### config.mk
export PLATFORM = sky130hd
export DESIGN_NAME = tx_start_gate
export DESIGN_NICKNAME = d
export VERILOG_FILES = /design/src/rtl/tx_gate_pkg.sv /design/src/rtl/tx_gate_wrcount.sv /design/src/rtl/tx_gate_cmp.sv /design/src/rtl/tx_gate_track.sv /design/src/rtl/tx_start_gate.sv
export SDC_FILE = /design/constraint.sdc
export NUM_CORES = 1
export LEC_CHECK = 0
export ABC_AREA = 1
export BUFFER_PORTS_ARGS = -buffer_cell sky130_fd_sc_hd__buf_4
export CAP_MARGIN = 0
export CORE_ASPECT_RATIO = 1.75
export CORE_UTILIZATION = 60
export DETAILED_ROUTE_END_ITERATION = 8
export GPL_TIMING_DRIVEN = 0
export PLACE_DENSITY = 0.82
export REMOVE_ABC_BUFFERS = 1
export SKIP_CTS_REPAIR_TIMING = 1
export SYNTH_ARGS = -nofsm -noshare
export SYNTH_HDL_FRONTEND = slang
export SYNTH_SLANG_ARGS = --single-unit
### constraint.sdc
create_clock -name clk -period 6.4 [get_ports clk]
set_input_delay 0 -clock clk [delete_from_list [all_inputs] [get_ports clk]]
set_output_delay 0 -clock clk [all_outputs]
set_load 0.01 [all_outputs]
### src/rtl/tx_gate_pkg.sv
package tx_gate_pkg;

   typedef enum logic [1:0] {
      THR_STORE = 2'b00,
      THR_HIGH  = 2'b01,
      THR_MID   = 2'b10,
      THR_LOW   = 2'b11
   } thr_code_e;

   localparam thr_code_e THR_RESET = THR_HIGH;

   // Start level in bytes for each code.
   function automatic int unsigned thr_bytes(input thr_code_e code);
      case (code)
         THR_STORE: thr_bytes = 2048;
         THR_HIGH:  thr_bytes = 1740;
         THR_MID:   thr_bytes = 1024;
         default:   thr_bytes = 512;
      endcase
   endfunction

endpackage

### src/rtl/tx_gate_wrcount.sv
module tx_gate_wrcount #(
   parameter int unsigned WORD_BYTES = 4,
   parameter int unsigned CNT_W      = 13
) (
   input  logic             clk,
   input  logic             rst,
   input  logic             push_i,
   input  logic             eop_i,
   output logic [CNT_W-1:0] byte_cnt_o,
   output logic             pkt_done_o
);
   localparam logic [CNT_W-1:0] CNT_MAX  = '1;
   localparam logic [CNT_W-1:0] STEP     = CNT_W'(WORD_BYTES);
   localparam logic [CNT_W-1:0] SAT_EDGE = CNT_MAX - STEP;

   logic [CNT_W-1:0] cnt_q;

   assign pkt_done_o = push_i & eop_i;
   assign byte_cnt_o = cnt_q;

   always_ff @(posedge clk) begin
      if (rst)
         cnt_q <= '0;
      else if (push_i && eop_i)
         cnt_q <= '0;
      else if (push_i)
         cnt_q <= (cnt_q > SAT_EDGE) ? CNT_MAX : cnt_q + STEP;
   end

   // one word pushed mid-packet grows the count by exactly one word
   assert_count_step_R2: assert property (@(posedge clk) disable iff (rst)
      (push_i && !eop_i && cnt_q <= SAT_EDGE) |=> byte_cnt_o == $past(byte_cnt_o) + STEP);

   // the last word of a packet restarts counting for the next one
   assert_count_restart_R3: assert property (@(posedge clk) disable iff (rst)
      (push_i && eop_i) |=> byte_cnt_o == '0);

endmodule

### src/rtl/tx_gate_cmp.sv
module tx_gate_cmp #(
   parameter int unsigned CNT_W   = 13,
   parameter bit          REG_CMP = 1'b0
) (
   input  logic                  clk,
   input  logic                  rst,
   input  tx_gate_pkg::thr_code_e code_i,
   input  logic [CNT_W-1:0]      byte_cnt_i,
   output logic                  cut_ok_o
);
   import tx_gate_pkg::*;

   logic [CNT_W-1:0] level;
   logic             reached;

   always_comb begin
      level   = CNT_W'(thr_bytes(code_i));
      reached = (code_i != THR_STORE) && (byte_cnt_i >= level);
   end

   generate
      if (REG_CMP) begin : g_reg
         logic reached_q;
         always_ff @(posedge clk) begin
            if (rst) reached_q <= 1'b0;
            else     reached_q <= reached;
         end
         assign cut_ok_o = reached_q;
      end else begin : g_comb
         assign cut_ok_o = reached;
      end
   endgenerate

   // code 00 never permits cut-through
   assert_store_no_cut_R4: assert property (@(posedge clk) disable iff (rst)
      (!REG_CMP && code_i == THR_STORE) |-> !cut_ok_o);

endmodule

### src/rtl/tx_gate_track.sv
module tx_gate_track #(
   parameter int unsigned PIPE_DEPTH = 2,
   parameter int unsigned QUEUE_W    = 4
) (
   input  logic clk,
   input  logic rst,
   input  logic pkt_done_i,
   input  logic cut_ok_i,
   input  logic sf_cfg_i,
   input  logic no_pipe_i,
   input  logic push_i,
   input  logic fifo_empty_i,
   input  logic start_i,
   input  logic done_i,
   input  logic err_ack_i,
   output logic release_o,
   output logic underrun_o,
   output logic pkt_err_o,
   output logic sf_force_o
);
   localparam int unsigned IF_W = $clog2(PIPE_DEPTH + 1);
   localparam logic [IF_W-1:0]    IF_MAX = IF_W'(PIPE_DEPTH);
   localparam logic [QUEUE_W-1:0] Q_MAX  = '1;

   logic [QUEUE_W-1:0] ready_q;
   logic [IF_W-1:0]    inflight_q;
   logic               wr_started_q;
   logic               sf_force_q;
   logic               retry_live_q;
   logic               underrun_q;
   logic               err_q;

   logic [IF_W-1:0] limit;
   logic            room, head_ready, cut_allowed;
   logic            accept, acc_head, acc_open;
   logic            underrun_now, queue_new;

   always_comb begin
      limit        = no_pipe_i ? IF_W'(1) : IF_MAX;
      room         = inflight_q < limit;
      head_ready   = ready_q != '0;
      cut_allowed  = cut_ok_i && !sf_cfg_i && !sf_force_q && !wr_started_q;
      release_o    = room && (head_ready || cut_allowed);
      accept       = start_i && release_o;
      acc_head     = accept && head_ready;
      acc_open     = accept && !head_ready;
      underrun_now = wr_started_q && fifo_empty_i && !push_i;
      queue_new    = pkt_done_i && !wr_started_q && !acc_open;
   end

   always_ff @(posedge clk) begin
      if (rst) begin
         ready_q      <= '0;
         inflight_q   <= '0;
         wr_started_q <= 1'b0;
         sf_force_q   <= 1'b0;
         retry_live_q <= 1'b0;
         underrun_q   <= 1'b0;
         err_q        <= 1'b0;
      end else begin
         // complete packets waiting for the link
         case ({queue_new, acc_head})
            2'b10:   ready_q <= ready_q + 1'b1;
            2'b01:   ready_q <= ready_q - 1'b1;
            default: ready_q <= ready_q;
         endcase

         // packets started on the link and not yet finished
         if (accept && !(done_i && inflight_q != '0) && !underrun_now)
            inflight_q <= inflight_q + 1'b1;
         else if (!accept && ((done_i && inflight_q != '0) || underrun_now))
            inflight_q <= inflight_q - 1'b1;

         // open packet already on its way (cut-through)
         if (pkt_done_i || underrun_now) wr_started_q <= 1'b0;
         else if (acc_open)              wr_started_q <= 1'b1;

         // store-and-forward override for the retry
         if (underrun_now) begin
            sf_force_q   <= 1'b1;
            retry_live_q <= 1'b0;
         end else if (done_i && retry_live_q) begin
            sf_force_q   <= 1'b0;
            retry_live_q <= 1'b0;
         end else if (accept && sf_force_q) begin
            retry_live_q <= 1'b1;
         end

         underrun_q <= underrun_now;
         if (underrun_now)   err_q <= 1'b1;
         else if (err_ack_i) err_q <= 1'b0;
      end
   end

   assign underrun_o = underrun_q;
   assign pkt_err_o  = err_q;
   assign sf_force_o = sf_force_q;

   // no release once the in-flight limit is reached
   assert_pipe_limit_R9: assert property (@(posedge clk) disable iff (rst)
      (no_pipe_i && inflight_q != '0) |-> !release_o);

   assert_inflight_bound_R9: assert property (@(posedge clk) disable iff (rst)
      inflight_q <= IF_MAX);

   // an open packet is started at most once
   assert_single_release_R10: assert property (@(posedge clk) disable iff (rst)
      (acc_open && !pkt_done_i) |=> !release_o || head_ready);

   // strobe lasts one cycle and the error flag accompanies it
   assert_underrun_pulse_R6: assert property (@(posedge clk) disable iff (rst)
      underrun_o |=> !underrun_o);

   assert_underrun_err_R6: assert property (@(posedge clk) disable iff (rst)
      underrun_o |-> pkt_err_o);

   assert_err_held_R6: assert property (@(posedge clk) disable iff (rst)
      (pkt_err_o && !err_ack_i) |=> pkt_err_o);

   // after an underrun only complete packets go out
   assert_retry_complete_R7: assert property (@(posedge clk) disable iff (rst)
      (sf_force_q && !head_ready) |-> !release_o);

   // the completion queue never wraps
   assert_queue_no_overflow_R3: assert property (@(posedge clk) disable iff (rst)
      queue_new |-> ready_q != Q_MAX);

endmodule

### src/rtl/tx_start_gate.sv
module tx_start_gate #(
   parameter int unsigned WORD_BYTES    = 4,
   parameter int unsigned MAX_PKT_BYTES = 4096,
   parameter int unsigned PIPE_DEPTH    = 2,
   parameter int unsigned QUEUE_W       = 4,
   parameter int unsigned RETRY_W       = 4,
   parameter bit          REG_CMP       = 1'b0
) (
   input  logic               clk,
   input  logic               rst,
   input  logic               cfg_load_i,
   input  logic [1:0]         cfg_code_i,
   input  logic [RETRY_W-1:0] retry_limit_i,
   input  logic               no_pipe_i,
   input  logic               push_i,
   input  logic               push_eop_i,
   input  logic               fifo_empty_i,
   input  logic               start_i,
   input  logic               done_i,
   input  logic               err_ack_i,
   output logic               release_o,
   output logic               underrun_o,
   output logic               pkt_err_o,
   output logic               sf_mode_o
);
   import tx_gate_pkg::*;

   localparam int unsigned CNT_W = $clog2(MAX_PKT_BYTES + 1);

   generate
      if (MAX_PKT_BYTES < 2048) begin : g_bad_max
         $error("MAX_PKT_BYTES must cover the 2048-byte level");
      end
      if (WORD_BYTES == 0 || (WORD_BYTES & (WORD_BYTES - 1)) != 0) begin : g_bad_word
         $error("WORD_BYTES must be a power of two");
      end
      if (PIPE_DEPTH < 1) begin : g_bad_pipe
         $error("PIPE_DEPTH must be at least one");
      end
      if (QUEUE_W < 1 || RETRY_W < 1) begin : g_bad_width
         $error("QUEUE_W and RETRY_W must be positive");
      end
   endgenerate

   thr_code_e        code_q;
   logic [CNT_W-1:0] byte_cnt;
   logic             pkt_done, cut_ok, sf_cfg, sf_force;

   always_ff @(posedge clk) begin
      if (rst)             code_q <= THR_RESET;
      else if (cfg_load_i) code_q <= thr_code_e'(cfg_code_i);
   end

   assign sf_cfg    = (code_q == THR_STORE) || (retry_limit_i == '0);
   assign sf_mode_o = sf_cfg || sf_force;

   tx_gate_wrcount #(
      .WORD_BYTES (WORD_BYTES),
      .CNT_W      (CNT_W)
   ) u_wrcount (
      .clk        (clk),
      .rst        (rst),
      .push_i     (push_i),
      .eop_i      (push_eop_i),
      .byte_cnt_o (byte_cnt),
      .pkt_done_o (pkt_done)
   );

   tx_gate_cmp #(
      .CNT_W      (CNT_W),
      .REG_CMP    (REG_CMP)
   ) u_cmp (
      .clk        (clk),
      .rst        (rst),
      .code_i     (code_q),
      .byte_cnt_i (byte_cnt),
      .cut_ok_o   (cut_ok)
   );

   tx_gate_track #(
      .PIPE_DEPTH (PIPE_DEPTH),
      .QUEUE_W    (QUEUE_W)
   ) u_track (
      .clk          (clk),
      .rst          (rst),
      .pkt_done_i   (pkt_done),
      .cut_ok_i     (cut_ok),
      .sf_cfg_i     (sf_cfg),
      .no_pipe_i    (no_pipe_i),
      .push_i       (push_i),
      .fifo_empty_i (fifo_empty_i),
      .start_i      (start_i),
      .done_i       (done_i),
      .err_ack_i    (err_ack_i),
      .release_o    (release_o),
      .underrun_o   (underrun_o),
      .pkt_err_o    (pkt_err_o),
      .sf_force_o   (sf_force)
   );

   // a zero retry limit keeps store-and-forward in force
   assert_retry_zero_sf_R5: assert property (@(posedge clk) disable iff (rst)
      (retry_limit_i == '0) |-> sf_mode_o);

   // the code register leaves reset at 01
   assert_reset_code_R1: assert property (@(posedge clk)
      $past(rst) && !cfg_load_i |-> code_q == THR_HIGH);

endmodule

==> run metrics, run 1 <==
status completed; Pwr per Cell Area ~260 mW/mm^2; Fill cells 185; I/O pin cnt 20; worst vdd ir 0.000219 V; setup TNS 0 ns; gr usage total 26.1%; Worst Path Class, Setup reg -> reg; power consumption 457 uW; Seq/Total Area, Yosys 32.7%; root buf cell clkbuf_8; synthesized instance count 212; clk_lat worst skew ~0.27 ns; DR DRC count 0; library cells used by synthesis 25; DRT Pass-1 Iters 4; Yosys top cell area share 32.7%; Vias/cell roughly 5.5; largest net degree at the start of global routing 15; CP required 6.61 ns; fin crit share 54.8%; RSZ-0062 raised after global routing false; core area between 0.002 and 0.0025 sq mm; clock transition at the registers of the reported paths 0.09 ns; final count of pins violating max slew 0; total grt overflow 0; max-cap viol count 0; Worst Reg-to-Reg Cells 26; htree depth 1; skew final 0.00724 ns; Clock Path Buffers 2; WL/cell 12.9 um; delay-heaviest family, CP adder cells; pre-CTS WS 2.89 ns; die width 40.2 um; crit-path most repeated cell nand2_1; Reg area 500 sq um; initial DRC count 23; wirelength, routed around 3400 um; busiest grt layer met2; dominant cell type by area after synthesis dfxtp_1; footprint of the multi-input gates ~920 sq um; clock tree from TritonCTS built; relative slew slack 66.7%; antenna-violating nets left 0; element type at the critical path end flop; die area roughly 0.0028 sq mm; # clock sinks 25; setup slack after layout around 2.9 ns; M1 GR Usage 21.8%; GR Util met3 2.56%; TritonCTS buffer count 3; Buf/Inv on CP 3; initial core utilization between 60% and 70%; FF+latch count, synth 25; final design area excluding fillers 0.00179 sq mm; num rows 23; Slew @ Worst Pin approximately 0.50 ns; Avg Inst Size Synth 7.23 sq um; Die Y roughly 69 um; GR Layer Usage met2 55.8%; Leakage approximately 0.00085 uW; Worst path depth 26; Yosys warnings 0; final net count 269; initial antenna violation count 0; ranking of synthesized cells by area dfxtp_1 33%, ha_1 11%, nand2_1 11%; port bufs 19; first-pass GRT wire length between 5000 and 6000 um; WP data arrival 3.72 ns; post-layout minimum cycle time 3.51 ns; vias in the first global route 1,323; Via Count 1,433; CP Launch Type flop; antenna cell count 0; cell area after synthesis 0.00153 sq mm; slowest stage cell, crit path ha_1; Slowest Stage Delay on Critical Path 0.33 ns; Post-DP Area 0.00170 sq mm; layout cells sized above 1 15.2%; post-DP HPWL 2660 um; Area Growth Syn to Fin 16.9%; fmax 285 MHz; hold crit path type in -> reg; Hold Fails Final Rpt 0; routability cong. 0.726; Setup violations, final 0; hold depth 3; CP Max Fanout 4
-- worst register-to-register path, cell delays in order (launching register included) --
cell	delay, ns
dfxtp_1	0.31
inv_1	0.11
ha_1	0.25
inv_1	0.10
ha_1	0.33
nand2_1	0.06
nor3_1	0.13
nand2_1	0.07
nand2_1	0.07
nand2_1	0.06
nand2_1	0.08
nand2_1	0.06
nand2_1	0.07
nand2_2	0.07
a21boi_2	0.16
nand3_1	0.08
nand2_1	0.08
inv_1	0.05
nand2_1	0.06
ha_1	0.25
ha_1	0.30
nand2_1	0.09
nor2_1	0.04
a211oi_1	0.23
xor2_1	0.17
nand2_1	0.07
a21oi_1	0.11
-- cell usage after synthesis, drive strengths merged --
library cell,count
a21oi,23
xor2,5
dfxtp,25
nand3,11
clkbuf,3
nand4,3
a21boi,1
ha,14
a211oi,2
xnor2,7
nor3,6
fa,1
inv,28
nor2,22
nand2,48
or2,3
a41oi,1
o21ai,8
nor4,1
-- layout make-up --
cell class	count	area share [%]
Multi-Input combinational cell	156	51.1
Sequential cell	25	27.9
Timing Repair Buffer	24	10.8
Inverter	28	5.87
Clock buffer	3	2.30
Tap cell	25	1.75
Clock inverter	1	0.279
-- per-layer routing --
| metal | up-vias | share of wire, % |
|---|---|---|
| li1 | 735 | - |
| met1 | 678 | 38 |
| met2 | 16 | 60 |
| met3 | 4 | 1.2 |
| met4 | 0 | 0.86 |
| met5 | - | 0 |
-- stage by stage --
stage | utilization, % | std cells | hold slack, ns
CTS | 73.8 | 257 | -0.0647
finish | 75.9 | 262 | 0.0577
global placement | 71.8 | 253 | 0.210
floorplan | - | 209 | 0.0691
detailed placement | 71.8 | 253 | 0.223
global route | 75.9 | 262 | 0.0722
-- worst paths after layout --
kind                                         from                 endpoint  slack, ns
worst max register to register          code_q[1]       u_track.ready_q[3]       2.89
worst max-delay path                    code_q[1]       u_track.ready_q[3]       2.89
worst min-delay path                       push_i  u_wrcount.byte_cnt_o[2]       0.06
worst min register to register  u_track.pkt_err_o        u_track.pkt_err_o       0.47
-- state kept, by name, indices dropped and copies added, names as in the netlist --
| signal | cells |
|---|---|
| u_track.retry_live_q | 1 |
| u_track.pkt_err_o | 1 |
| u_wrcount.byte_cnt_o | 12 |
| code_q | 2 |
| u_track.ready_q | 4 |
| u_track.underrun_o | 1 |
| u_track.wr_started_q | 1 |
| u_track.inflight_q | 2 |
| u_track.sf_force_o | 1 |
-- kinds of logic after synthesis --
| family | after synthesis | share of synthesized area [%] |
|---|---|---|
| flip-flops | 25 | 32.7 |
| adder cells (fa/ha/maj) | 15 | 12.7 |
| AO/OA/AOI/OAI | 35 | 12.4 |
| buffers and inverters | 31 | 7.59 |
| XOR/XNOR | 12 | 6.86 |
| AND/OR/NAND/NOR | 94 | 27.8 |
-- cell usage in the layout, fill, tap and decap left out --
cell type,n
a211oi_1,2
a21boi_2,1
a21oi_1,23
a41oi_1,1
buf_4,19
clkbuf_8,3
clkinv_2,1
dfxtp_1,25
dlygate4sd3_1,5
fa_1,1
ha_1,14
inv_1,25
inv_2,3
nand2_1,44
nand2_2,4
nand3_1,9
nand3_2,2
nand4_1,3
nor2_1,21
nor2_2,1
nor3_1,5
nor3_2,1
nor4_2,1
o21ai_0,8
or2_0,2
or2_1,1
xnor2_1,7
xor2_1,5
-- power breakdown --
group | internal, uW | switching (uW)
Clock | 43.6 | 50.5
Combinational | 73.3 | 98.6
Sequential | 173 | 18.4
(Power assumes the default switching activity.)
==> run 2: changes to the inputs <==
--- a/config.mk
+++ b/config.mk
@@ -9,10 +9,10 @@
 export BUFFER_PORTS_ARGS = -buffer_cell sky130_fd_sc_hd__buf_4
 export CAP_MARGIN = 0
 export CORE_ASPECT_RATIO = 1.75
-export CORE_UTILIZATION = 60
+export CORE_UTILIZATION = 57
 export DETAILED_ROUTE_END_ITERATION = 8
 export GPL_TIMING_DRIVEN = 0
-export PLACE_DENSITY = 0.82
+export PLACE_DENSITY = 0.79
 export REMOVE_ABC_BUFFERS = 1
 export SKIP_CTS_REPAIR_TIMING = 1
 export SYNTH_ARGS = -nofsm -noshare
==> constraint.sdc (replaced) <==
create_clock -name clk -period 3.6 [get_ports clk]
set_input_delay 0 -clock clk [delete_from_list [all_inputs] [get_ports clk]]
set_output_delay 0 -clock clk [all_outputs]
set_load 0.01 [all_outputs]
==> run metrics, run 2 (synthesis gave the netlist of run 1 again) <==
total grt overflow 0 (unchanged); delay-heaviest family, CP simple AND/OR/NAND/NOR gates; htree depth 1 (unchanged); root buf cell clkbuf_8; # clock sinks 25 (unchanged); clk_lat worst skew 0.27 ns (about the same); clock tree from TritonCTS built; wirelength, routed 3420 um (+0.88%); WP data arrival 3.40 ns (-0.32 ns); layout cells sized above 1 17.7% (+2.5 points); fin crit share 88.7% (+34 points); gr usage total 26.3% (+0.19 points); initial antenna violation count 0 (unchanged); routability cong. 0.773 (+6.4%); die width 41.2 um (+2.5%); Leakage 0.000842 uW (-0.46%); vias in the first global route 1,378 (+4.2%); slowest stage cell, crit path dfxtp_1; max reg flops 12 (unchanged); final net count 269 (unchanged); R2R Path End u_track.ready_q[3]; GR Util met3 2.82% (+0.26 points); core area 0.00252 sq mm (+6.9%); largest net degree at the start of global routing 16 (+1); relative slew slack 67.4% (+0.68 points); initial DRC count 21 (-8.7%); final count of pins violating max slew 0 (unchanged); Pint 526 uW (+81%); setup TNS 0 ns (unchanged); commonest non-fill, non-tap cells in the layout 44 x nand2_1, 24 x inv_1, 24 x dfxtp_1; Worst R2R Setup Slack 0.41 ns (-2.48 ns); power share of the sequential group 41.0% (-0.8 points); WHS Endpoint u_track.retry_live_q; busiest grt layer met2; hold_sp start_i; most common cell after layout, fill and taps aside nand2_1; antenna-violating nets left 0 (unchanged); Worst Reg-to-Reg Cells 26 (unchanged); Final Instance Count excl. Fillers 263 (+0.38%); Die Y 70.6 um (+2.5%); hold crit path type in -> reg; max-cap viol count 0 (unchanged); worst vdd ir 0.000390 V (+78%); placed cell count 254 (+0.40%); skew final 0.00401 ns (-0.00323 ns); Slowest Stage Delay on Critical Path 0.32 ns (about the same); post-DP HPWL 2670 um (+0.12%); first-pass GRT wire length 5430 um (+7.1%); I/O pin cnt 20 (unchanged); Area Growth Syn to Fin 20.0%; clock transition at the registers of the reported paths 0.09 ns (about the same); RSZ-0062 raised after global routing false; Clock Path Buffers 2 (unchanged); Vias/cell 5.40 (-1.3%); Worst Path Class, Setup reg -> reg; Critical Path Source code_q[1]; CP Max Fanout 4 (unchanged); WL/cell 13.0 um (+0.50%); CP Launch Type flop; Slew @ Worst Pin 0.486 ns (-0.0101 ns); hold depth 3 (unchanged); clock power share 20.8% (+0.2 points); part of the power in combinational logic 38.3% (+0.7 points); worst r2r src code_q[1]; sw power 302 uW (+80%); Hold Fails Final Rpt 0 (unchanged); footprint of the multi-input gates 958 sq um (+4.6%); crit-path most repeated cell nand2_1; num rows 24 (+4.3%); switching part of the total power 36.5% (-0.13 points); post-layout minimum cycle time 3.19 ns (-0.316 ns); Fill cells 209 (+13%); Buf/Inv on CP 3 (unchanged); DR DRC count 0 (unchanged); port bufs 19 (unchanged); Pwr per Cell Area 450 mW/mm^2 (+76%); GR Layer Usage met2 49.5% (-6.4 points); Fin Hold WS 0.0462 ns (-0.0116 ns); post-layout util 72.9% (-3.0 points); antenna cell count 0 (unchanged); Setup violations, final 0 (unchanged); status completed; DRT Pass-1 Iters 4 (unchanged); initial core utilization 60.8% (-4.2 points); die area 0.00291 sq mm (+5.1%); M1 GR Usage 24.0% (+2.2 points); CP required 3.81 ns (-2.80 ns); fmax 313 MHz (+9.9%); Via Count 1,420 (-0.91%); element type at the critical path end flop; Reg area 502 sq um (+0.25%); TritonCTS buffer count 3 (unchanged)
## run 2: final cells by class
type                    count  area share [%]
clock buffers               3            2.24
clock inverters             1           0.408
inverters                  28            5.71
multi-input cells         156            52.1
flip-flops and latches     25            27.3
well taps                  26            1.77
repair buffers             24            10.5
## run 2: per-stage QoR
step,power [uW],setup slack [ns],area [sq um]
detailed placement,643,0.101,1700
global placement,626,0.305,1700
CTS,815,0.0669,1750
floorplan,560,0.538,1520
finish,828,0.408,1840
global route,887,0.00914,1840
## run 2: worst max path at each step
stage	end	slack [ns]	cells after the start
2_1_floorplan	u_track.ready_q[3]	0.54	26
5_1_grt	u_track.ready_q[3]	0.009	26
3_3_place_gp	u_track.ready_q[3]	0.31	26
6_report	u_track.ready_q[3]	0.41	26
3_5_place_dp	u_track.ready_q[3]	0.10	26
4_1_cts	u_track.ready_q[3]	0.07	26
## run 2: power groups by stage
stage / sequential [uW] / clock [uW] / combinational, uW
final: 339 / 172 / 317
after global routing: 344 / 189 / 354
after CTS: 338 / 176 / 300
after detailed placement: 345 / 0 / 298
after global placement: 341 / 0 / 285
after floorplan: 337 / 0 / 223
## run 2: worst register-to-register path, cell delays in order (launching register included)
cell	delay, ns
dfxtp_1	0.32
inv_2	0.10
ha_4	0.16
inv_1	0.09
ha_1	0.30
nand2_1	0.06
nor3_1	0.13
nand2_1	0.07
nand2_1	0.06
nand2_1	0.04
nand2_1	0.08
nand2_1	0.06
nand2_1	0.07
nand2_2	0.07
a21boi_2	0.14
nand3_1	0.08
nand2_1	0.07
inv_1	0.04
nand2_1	0.09
ha_4	0.16
ha_1	0.27
nand2_1	0.09
nor2_1	0.05
a211oi_2	0.17
xor2_1	0.17
nand2_1	0.06
a21oi_1	0.12
## run 2: layer usage
layer | wire [um] | share of wire, %
met4 | 121 | 3.5
met2 | 1980 | 58
met1 | 1260 | 37
met3 | 57 | 1.7
met5 | 0 | 0
